--- config.mk ---
export PLATFORM = sky130hd
export DESIGN_NAME = br_unit
export DESIGN_NICKNAME = d
export VERILOG_FILES = /design/src/rtl/br_pkg.sv /design/src/rtl/br_cond.sv /design/src/rtl/br_target.sv /design/src/rtl/br_timing.sv /design/src/rtl/br_unit.sv
export SDC_FILE = /design/constraint.sdc
export NUM_CORES = 1
export LEC_CHECK = 0
export ABC_AREA = 1
export BUFFER_PORTS_ARGS = -buffer_cell sky130_fd_sc_hd__buf_2
export CORE_ASPECT_RATIO = 1.2
export CORE_MARGIN = 2
export CORE_UTILIZATION = 35
export DETAILED_ROUTE_END_ITERATION = 8
export GPL_TIMING_DRIVEN = 0
export HOLD_SLACK_MARGIN = 0.1
export PLACE_DENSITY = 0.54
export SLEW_MARGIN = 20
export SYNTH_ARGS = -nofsm -noshare
export SYNTH_HDL_FRONTEND = slang
export SYNTH_HIERARCHICAL = 1
export SYNTH_SLANG_ARGS = --single-unit
--- constraint.sdc ---
create_clock -name clk -period 11.44 [get_ports clk]
set_input_delay 1.144 -clock clk [delete_from_list [all_inputs] [get_ports clk]]
set_output_delay 1.144 -clock clk [all_outputs]
set_load 0.01 [all_outputs]
--- src/rtl/br_pkg.sv ---
package br_pkg;
    localparam int AW  = 20;
    localparam int SEGW = 4;
    localparam int CW  = 4;

    typedef enum logic [4:0] {
        K_IND    = 5'd0,
        K_REL8   = 5'd1,
        K_REL16  = 5'd2,
        K_ABS16  = 5'd3,
        K_ABS20  = 5'd4,
        K_CY     = 5'd5,
        K_NCY    = 5'd6,
        K_ZF     = 5'd7,
        K_NZF    = 5'd8,
        K_HI     = 5'd9,
        K_NHI    = 5'd10,
        K_BT_DIR = 5'd11,
        K_BT_REG = 5'd12,
        K_BT_ACC = 5'd13,
        K_BT_PSW = 5'd14,
        K_BT_HL  = 5'd15,
        K_BT_SHL = 5'd16
    } br_kind_e;

    typedef struct packed {
        logic          valid;
        logic [AW-1:0] pc;
        logic          taken;
        logic [CW-1:0] cycles;
    } br_res_t;
endpackage

--- src/rtl/br_cond.sv ---
module br_cond
    import br_pkg::*;
(
    input  br_kind_e kind_i,
    input  logic     cy_i,
    input  logic     z_i,
    input  logic     bit_i,
    output logic     known_o,
    output logic     taken_o
);
    logic zc;

    always_comb begin
        zc      = z_i | cy_i;
        known_o = 1'b1;
        taken_o = 1'b0;
        case (kind_i)
            K_IND, K_REL8, K_REL16, K_ABS16, K_ABS20: taken_o = 1'b1;
            K_CY:   taken_o = cy_i;
            K_NCY:  taken_o = ~cy_i;
            K_ZF:   taken_o = z_i;
            K_NZF:  taken_o = ~z_i;
            K_HI:   taken_o = ~zc;
            K_NHI:  taken_o = zc;
            K_BT_DIR, K_BT_REG, K_BT_ACC,
            K_BT_PSW, K_BT_HL, K_BT_SHL: taken_o = bit_i;
            default: begin
                known_o = 1'b0;
                taken_o = 1'b0;
            end
        endcase
    end
endmodule

--- src/rtl/br_target.sv ---
module br_target
    import br_pkg::*;
#(
    parameter int ADDR_W = AW,
    parameter int SEG_W  = SEGW
) (
    input  br_kind_e          kind_i,
    input  logic [ADDR_W-1:0] pc_i,
    input  logic [15:0]       disp_i,
    input  logic [ADDR_W-1:0] abs_i,
    input  logic [15:0]       ax_i,
    input  logic [SEG_W-1:0]  cs_i,
    output logic [ADDR_W-1:0] target_o,
    output logic [ADDR_W-1:0] fall_o
);
    localparam int HI_W = ADDR_W - 16;

    logic [2:0]        len;
    logic [ADDR_W-1:0] ext8;
    logic [ADDR_W-1:0] ext16;
    logic [ADDR_W-1:0] disp_sel;

    always_comb begin
        ext8  = {{(ADDR_W-8){disp_i[7]}}, disp_i[7:0]};
        ext16 = {{(ADDR_W-16){disp_i[15]}}, disp_i};
        case (kind_i)
            K_REL8, K_CY, K_NCY, K_ZF, K_NZF:  len = 3'd2;
            K_REL16, K_HI, K_NHI,
            K_BT_ACC, K_BT_HL:                 len = 3'd3;
            K_BT_DIR, K_BT_REG,
            K_BT_PSW, K_BT_SHL:                len = 3'd4;
            default:                           len = 3'd0;
        endcase
        disp_sel = (kind_i == K_REL16) ? ext16 : ext8;
        fall_o   = pc_i + {{(ADDR_W-3){1'b0}}, len};
        case (kind_i)
            K_IND:   target_o = {cs_i, ax_i};
            K_ABS16: target_o = {{HI_W{1'b0}}, abs_i[15:0]};
            K_ABS20: target_o = abs_i;
            default: target_o = fall_o + disp_sel;
        endcase
    end
endmodule

--- src/rtl/br_timing.sv ---
module br_timing
    import br_pkg::*;
#(
    parameter int CNT_W = CW
) (
    input  br_kind_e         kind_i,
    input  logic             taken_i,
    output logic [CNT_W-1:0] cycles_o
);
    logic [CNT_W-1:0] base;
    logic [CNT_W-1:0] extra;

    always_comb begin
        extra = {CNT_W{1'b0}};
        case (kind_i)
            K_IND, K_REL8, K_REL16, K_ABS16, K_ABS20: base = CNT_W'(3);
            K_CY, K_NCY, K_ZF, K_NZF, K_HI, K_NHI: begin
                base  = CNT_W'(2);
                extra = CNT_W'(2);
            end
            K_BT_DIR, K_BT_REG, K_BT_ACC, K_BT_PSW: begin
                base  = CNT_W'(3);
                extra = CNT_W'(2);
            end
            K_BT_HL: begin
                base  = CNT_W'(6);
                extra = CNT_W'(1);
            end
            K_BT_SHL: begin
                base  = CNT_W'(7);
                extra = CNT_W'(1);
            end
            default: base = {CNT_W{1'b0}};
        endcase
        cycles_o = taken_i ? (base + extra) : base;
    end
endmodule

--- src/rtl/br_unit.sv ---
module br_unit
    import br_pkg::*;
(
    input  logic            clk,
    input  logic            rst_n,
    input  logic            req_valid,
    input  logic [4:0]      kind,
    input  logic [AW-1:0]   pc,
    input  logic [15:0]     disp,
    input  logic [AW-1:0]   abs_addr,
    input  logic            flag_cy,
    input  logic            flag_z,
    input  logic            test_bit,
    input  logic [15:0]     ax,
    input  logic [SEGW-1:0] cs,
    output logic            out_valid,
    output logic [AW-1:0]   next_pc,
    output logic            taken,
    output logic [CW-1:0]   cycles
);
    br_kind_e      kind_e;
    logic          known;
    logic          cond_taken;
    logic [AW-1:0] target;
    logic [AW-1:0] fall;
    logic [CW-1:0] cyc;
    br_res_t       res_d, res_q;

    assign kind_e = br_kind_e'(kind);

    br_cond u_cond (
        .kind_i (kind_e),
        .cy_i   (flag_cy),
        .z_i    (flag_z),
        .bit_i  (test_bit),
        .known_o(known),
        .taken_o(cond_taken)
    );

    br_target #(.ADDR_W(AW), .SEG_W(SEGW)) u_target (
        .kind_i  (kind_e),
        .pc_i    (pc),
        .disp_i  (disp),
        .abs_i   (abs_addr),
        .ax_i    (ax),
        .cs_i    (cs),
        .target_o(target),
        .fall_o  (fall)
    );

    br_timing #(.CNT_W(CW)) u_timing (
        .kind_i  (kind_e),
        .taken_i (cond_taken),
        .cycles_o(cyc)
    );

    always_comb begin
        res_d       = res_q;
        res_d.valid = 1'b0;
        if (req_valid) begin
            res_d.valid  = 1'b1;
            res_d.taken  = cond_taken;
            res_d.cycles = cyc;
            if (!known)          res_d.pc = pc;
            else if (cond_taken) res_d.pc = target;
            else                 res_d.pc = fall;
        end
    end

    always_ff @(posedge clk) begin
        if (!rst_n) res_q <= '0;
        else        res_q <= res_d;
    end

    assign out_valid = res_q.valid;
    assign next_pc   = res_q.pc;
    assign taken     = res_q.taken;
    assign cycles    = res_q.cycles;

    AST_VALID_FOLLOWS: assert property (@(posedge clk) disable iff (!rst_n)
        req_valid |=> out_valid) else $error("valid lost");
    AST_IDLE_HOLD: assert property (@(posedge clk) disable iff (!rst_n)
        !req_valid |=> (!out_valid && $stable(next_pc) && $stable(cycles))) else $error("idle changed");
    AST_IND_TARGET: assert property (@(posedge clk) disable iff (!rst_n)
        (req_valid && kind == 5'd0) |=> (taken && next_pc == {$past(cs), $past(ax)})) else $error("indirect");
    AST_UNCOND_CYCLES: assert property (@(posedge clk) disable iff (!rst_n)
        (req_valid && kind <= 5'd4) |=> (taken && cycles == CW'(3))) else $error("uncond");
    AST_FLAG_CYCLES: assert property (@(posedge clk) disable iff (!rst_n)
        (req_valid && kind >= 5'd5 && kind <= 5'd10) |=> (cycles == (taken ? CW'(4) : CW'(2)))) else $error("flag cycles");
    AST_NOT_TAKEN_STEP: assert property (@(posedge clk) disable iff (!rst_n)
        (req_valid && kind >= 5'd5 && kind <= 5'd16) |=>
        (taken || ((next_pc - $past(pc)) >= AW'(2) && (next_pc - $past(pc)) <= AW'(4)))) else $error("fallthrough");
    AST_BIT_FOLLOWS: assert property (@(posedge clk) disable iff (!rst_n)
        (req_valid && kind >= 5'd11 && kind <= 5'd16) |=> (taken == $past(test_bit))) else $error("bit test");
    AST_UNKNOWN_KIND: assert property (@(posedge clk) disable iff (!rst_n)
        (req_valid && kind >= 5'd17) |=> (!taken && cycles == '0 && next_pc == $past(pc))) else $error("unknown");
endmodule

# After elaboration in Yosys (flattened, before gate mapping)
# Memories as Yosys holds them, arrays and structs flattened.
# Cells that the tools add are included.
[word_totals]
register_bits = 26
rom_bits = 96
input_bits = 87
out_inout_bits = 26
elab_cells = 46
n_memories = 1
[memory_table]
columns = ["memory", "depth", "width", "read_ports", "rd_ports_with_merged_regs", "wr", "line", "source"]
rows = [
  ["(no name shown)", 32, 3, 1, 0, 0, "br_target.sv:26", "case (kind_i)"],
]
[classes]
n_addsub = 3
eq_ne = 16
n_mux = 10
bitwise_logic = 4
n_reduce_logical = 8
[ops]
columns = ["op", "n"]
rows = [
  ["2-to-1 mux 20 bit", 3],
  ["one-hot mux 20 bit (3 select lines)", 1],
  ["equality test 5 x 4 -> 1 bit, second input constant", 8],
  ["2-to-1 mux 26 bit", 1],
  ["adder 20 bit", 1],
  ["adder 20 x 3 -> 20 bit", 1],
  ["equality test 5 x 3 -> 1 bit, second input constant", 4],
  ["OR reduction 17 bit", 1],
  ["one-hot mux 3 bit (4 select lines)", 1],
  ["OR reduction 6 bit", 2],
  ["equality test 5 x 2 -> 1 bit, second input constant", 2],
  ["OR reduction 10 bit", 1],
  ["OR reduction 9 bit", 1],
  ["one-hot mux 1 bit (8 select lines)", 1],
  ["equality test 5 x 1 -> 1 bit, second input constant", 1],
  ["equality test 5 bit, second input constant", 1],
  ["logical NOT 5 bit", 1],
  ["OR reduction 5 bit", 1],
  ["adder 3 x 2 -> 4 bit", 1],
  ["2-to-1 mux 4 bit", 1],
  ["one-hot mux 2 bit (2 select lines)", 1],
  ["NOT 1 bit", 3],
  ["OR reduction 2 bit", 1],
  ["2-to-1 mux 1 bit", 1],
  ["bitwise OR 1 bit", 1],
]

# Longest topological paths before layout
[logic_depth]
depth_word = 7
depth_mapped = 29
mapped_depth_nobuf = 29

# Cells and area by module
# Netlist, hierarchy kept.
[by_module_without_submodules]
columns = ["mod", "instances", "cells_per_inst", "area_each_um2", "seq_area_each_um2"]
rows = [
  ["br_target", 1, 424, 2339.7, 0.0],
  ["br_unit", 1, 220, 1413.9, 520.5],
  ["br_timing", 1, 41, 240.2, 0.0],
  ["br_cond", 1, 26, 111.4, 0.0],
]

# Least setup slack after synthesis
# No wires, ideal clock.
[synth_path]
kind = "input to register"
startpoint = "input kind[0]"
endpoint = "register res_q, in the netlist next_pc[19]"
setup_time_ns = 0.119
t_arrival_ns = 4.362
required_time_ns = 11.321
slack_ns = 6.959
cell_stages = 27
n_path_buf = 0
cell_sequence = "inv_1 -> ha_1 -> nor2_1 -> o31ai_1 -> ha_1 -> inv_1 -> fa_1 -> o21ai_2 -> nand3_2 -> nor2_4 -> nand2_4 -> nor3_2 -> xor2_1 -> ha_1 -> nand2_1 -> nor2_1 -> inv_1 -> nor2_1 -> nand3b_1 -> nand3_1 -> nand3_1 -> nand3_1 -> nand2_1 -> inv_1 -> nand2_1 -> nand3_1 -> a21oi_1"
[synth_between]
elab_chain_len = 6
word_cells_on_any_way = 29
cone_classes = "add/sub (2); eq/ne (16); mux (6); reduce/logical (4); memory (1)"
[synth_rtl]
columns = ["element", "line", "source"]
rows = [
  ["start, declared", "br_unit.sv:7", "input logic [4:0] kind,"],
  ["memory read (32 x 3 bit)", "n/a", ""],
  ["adder 20 x 3 -> 20 bit", "br_target.sv:35", "fall_o = pc_i + {{(ADDR_W-3){1'b0}}, len};"],
  ["via fall[14]", "br_unit.sv:25", "logic [AW-1:0] fall;"],
  ["adder 20 bit", "br_target.sv:40", "default: target_o = fall_o + disp_sel;"],
  ["one-hot mux 20 bit (3 select lines)", "br_target.sv:36", "case (kind_i)"],
  ["via target[19]", "br_unit.sv:24", "logic [AW-1:0] target;"],
  ["2-to-1 mux 20 bit", "br_unit.sv:65", "else if (cond_taken) res_d.pc = target;"],
  ["2-to-1 mux 20 bit", "br_unit.sv:64", "if (!known) res_d.pc = pc;"],
  ["end signal, assigned", "br_unit.sv:72", "else res_q <= res_d;"],
  ["end, declared", "br_unit.sv:27", "br_res_t res_d, res_q;"],
]
# The timed path passes the listed nets, and every way through them passes these cells.
# A chain may end at the register's enable or synchronous reset.

# Worst setup path in the final report
[layout_path]
startpoint = "input kind[0]"
endpoint = "register res_q, in the netlist next_pc[18]"
# The elaborated chain is that of the path after synthesis.

==> flow_summary_export.csv <==
group,metric,value,unit
status,status,"finished clean",
synth,synth.area.mux_share,0,%
sta,maxSlewViolCount,0,
power,cellPowerDensity,83.9,nW/um2
layout,regArea,520,um2
synth,synthCells,711,
sta,fin_crit_sh,45.0,%
critical_path,cp_max_fo,13,
layout,num_antenna_cells,0,
floorplan,die_y,123,um
power,pwr-share-seq,24.5,%
layout,syn2layout_area_growth,20.9,%
power,pwr-share-comb,51.1,%
placed_design,place_hpwl,11.6,mm
floorplan,ios,113,
global_route,grt_pass1_vias,4335,
placed_design,gp_congestion,0.912,
sta,finalHoldViolCount,0,
placed_design,dp_cells,979,
sta,setup_viol,0,
sta,fin_crit,5.15,ns
sta,skew,0,ns
routing,drc_errors,0,
layout,fin_cells,983,
synth,synth-seq-area-share,12.7,%
sta,tightest_slew,0.385,ns
routing,firstDrtPassIters,5,
layout,layout.nets,947,
global_route,grt_overflow,0,
critical_path,r2r_slack,10.79,ns
clock_tree,clk_path_buf_depth,2,
power,total_leakage_power,0.00277,uW
placed_design,portBuffers,111,
routing,first_iter_violations,192,
layout,drive_above_1_share,21.7,%
synth,synth_area,4110,um2
floorplan,die_x,103,um
global_route,antenna_found_initial,0,
min_path,hp-class,"flip-flop to flip-flop",
critical_path,worstPathRequired,11.64,ns
power,switching_power,168,uW
synth,avgSynthCellArea,5.77,um2
synth,synth_nets,831,
flow_run,cap_violations,0,
synth,synth_adder_area_share,10.6,%
clock_tree,cts_tree,"done",
layout,fillers,1298,
power,clock_power_share,24.4,%
synth,synth_top_family_by_area,"simple AND/OR/NAND/NOR gates",
synth,synth_xor_xnor_area_share,3.84,%
layout,multi_input_area,2980,um2
clock_tree,cts_setup_buffers,0,
critical_path,rr_worst_depth,2,
global_route,grt.total_usage,21.1,%
sta,fmaxAchievable,194,MHz
power,p_int,248,uW
synth,synth_cell_types,41,
global_route,grt_pass1_wl,20.7,mm
power,peakVddDrop,48.0,uV
synth,synth_simple_gate_area_share,40.3,%
floorplan,dieArea,12600,um2
sta,maxSlewHeadroom,74.2,%
synth,synth-compound-area-share,18.0,%
synth,yosys_warnings,6,
power,power.total,417,uW
routing,vias,4756,
min_path,hold_end,"cycles[3]$_SDFFE_PN0P_",
min_path,holdPathStages,2,
clock_tree,cts_made_buffers,3,
critical_path,crit_start,"kind[0]",
critical_path,r2r-end,"next_pc[16]$_SDFFE_PN0P_",
synth,synthTopCellsByArea,"nand2_1 (18%), dfxtp_1 (13%), inv_1 (10%)",
floorplan,start_util,35.7,%
global_route,grt_max_degree,16,
clock_tree,ctsResizeCount,0,
synth,ys_ff_latch,26,
min_path,hold_start,"cycles[3]$_SDFFE_PN0P_",
clock_tree,clock_latency,0.27,ns
routing,ant_nets,0,
sta,setup_tns,0,ns
critical_path,cp-start-kind,"primary input",
synth,synth_top_area_share,18.0,%
clock_tree,cts_hold_buf,0,
clock_tree,path_clk_slew,0.07,ns
floorplan,core_area,11500,um2
clock_tree,htree_num_levels,1,
sta,rsz0062_at_grt,"false",
routing,vias_per_cell,4.84,
clock_tree,cts-root-buf,"clkbuf_16",
critical_path,arrival,5.35,ns
critical_path,crit_type,"primary input to flip-flop",
synth,synth_top_area_cell,"nand2_1",
critical_path,endpoint_kind,"flip-flop",
floorplan,rows,43,
power,netSwitchingFraction,40.3,%
critical_path,rr_startpoint,"next_pc[16]$_SDFFE_PN0P_",
clock_tree,clock_sinks,26,
routing,drt_wl_total,13.4,mm
routing,post_drt_wl_per_cell,13.7,um
## power groups by stage
stage	Sequential (uW)	Combinational [uW]	Clock, uW
floorplan	107	140	0
global placement	104	212	0
detailed placement	104	212	0
CTS	102	213	105
global route	103	242	106
finish	102	213	102
## cells in the mapped netlist (all sizes together)
master and instances:
o22ai 2, nand3b 5, o211ai 2, xnor2 9
xor2 9, inv 119, nand2 206, ha 30
a21boi 4, o31a 1, nor4 1, a22o 5
a21oi 58, o21ai 47, nor2 69, dfxtp 26
and2 1, fa 3, nand4 5, o21bai 6
o31ai 2, nand3 71, or2 3, nor3 3
a21o 4, buf 20
## critical path, cell delays in order
cell,delay [ns]
buf_2,0.22
inv_1,0.12
ha_1,0.31
nor2_1,0.05
o31ai_1,0.26
ha_1,0.18
inv_1,0.06
fa_1,0.42
o21ai_2,0.23
nand3_2,0.16
nor2_4,0.15
nand2_4,0.09
nor2_4,0.11
xor2_1,0.30
ha_1,0.34
nand2_1,0.14
inv_1,0.05
a21oi_1,0.23
nor2_1,0.07
nor2_1,0.13
nand2_1,0.07
nand2_1,0.05
nand3_1,0.06
nand2_1,0.07
inv_1,0.04
nand2_1,0.07
nand3_1,0.08
a21oi_1,0.13
## sequential cells by signal, indices dropped and copies added (netlist names)
register / count
next_pc: 20
cycles: 4
out_valid: 1
taken: 1
## worst max path at each step
stage / end / slack, ns / cells past startpoint
after detailed placement: next_pc[18]$_SDFFE_PN0P_ / 6.09 / 28
after global routing: next_pc[19]$_SDFFE_PN0P_ / 5.86 / 29
after global placement: next_pc[18]$_SDFFE_PN0P_ / 6.14 / 28
after CTS: next_pc[19]$_SDFFE_PN0P_ / 6.32 / 29
final: next_pc[18]$_SDFFE_PN0P_ / 6.29 / 28
after floorplan: next_pc[19]$_SDFFE_PN0P_ / 6.96 / 27
## layout make-up
type,instances,area share [%]
Buffer,20,3.05
Timing Repair Buffer,111,11.2
Multi-Input combinational cell,546,60.1
Sequential cell,26,10.5
Inverter,119,9.05
Clock inverter,1,0.605
Clock buffer,3,1.51
Tap cell,157,3.96
## cell families after synthesis
logic type / after synthesis
flops: 26
buf+inv: 139
fa+ha+maj: 33
compound gates: 131
xor+xnor: 18
simple gates: 364
## stage by stage
| stage | cell area, um2 | utilization, % | setup WS, ns | hold WS (ns) |
|---|---|---|---|---|
| floorplan | 4110 | - | 6.96 | 0.533 |
| global placement | 4860 | 42.2 | 6.14 | 0.482 |
| detailed placement | 4860 | 42.2 | 6.09 | 0.486 |
| CTS | 4960 | 43.1 | 6.32 | 0.506 |
| global route | 4960 | 43.1 | 5.86 | 0.544 |
| finish | 4960 | 43.1 | 6.29 | 0.502 |
## placed cells by master (no fill, tap or decap), types with 3 or more instances in the layout
cell type    n
a21oi_1     58
nand3_1     63
buf_2      121
nor2_1      57
fa_1         3
buf_4        3
xor2_1       9
inv_1      112
xnor2_1      9
ha_1        30
nor2_4       5
nand2_4      3
nand2_2      6
nand3_2      7
buf_6        7
clkbuf_16    3
nand4_1      5
nand2_1    197
inv_2        6
dfxtp_1     26
o21ai_2      3
a22o_1       5
a21o_1       4
nand3b_1     5
o21ai_0     42
o21bai_1     6
nor2_2       7
## metal layers
metal,vias up,track usage (%),wire (um)
li1,2508,-,-
met1,2118,26.2,5800
met2,111,38.6,6770
met3,19,1.25,546
met4,0,6.58,310
met5,-,0,0
Note: power is estimated with default switching activity, not from simulation.
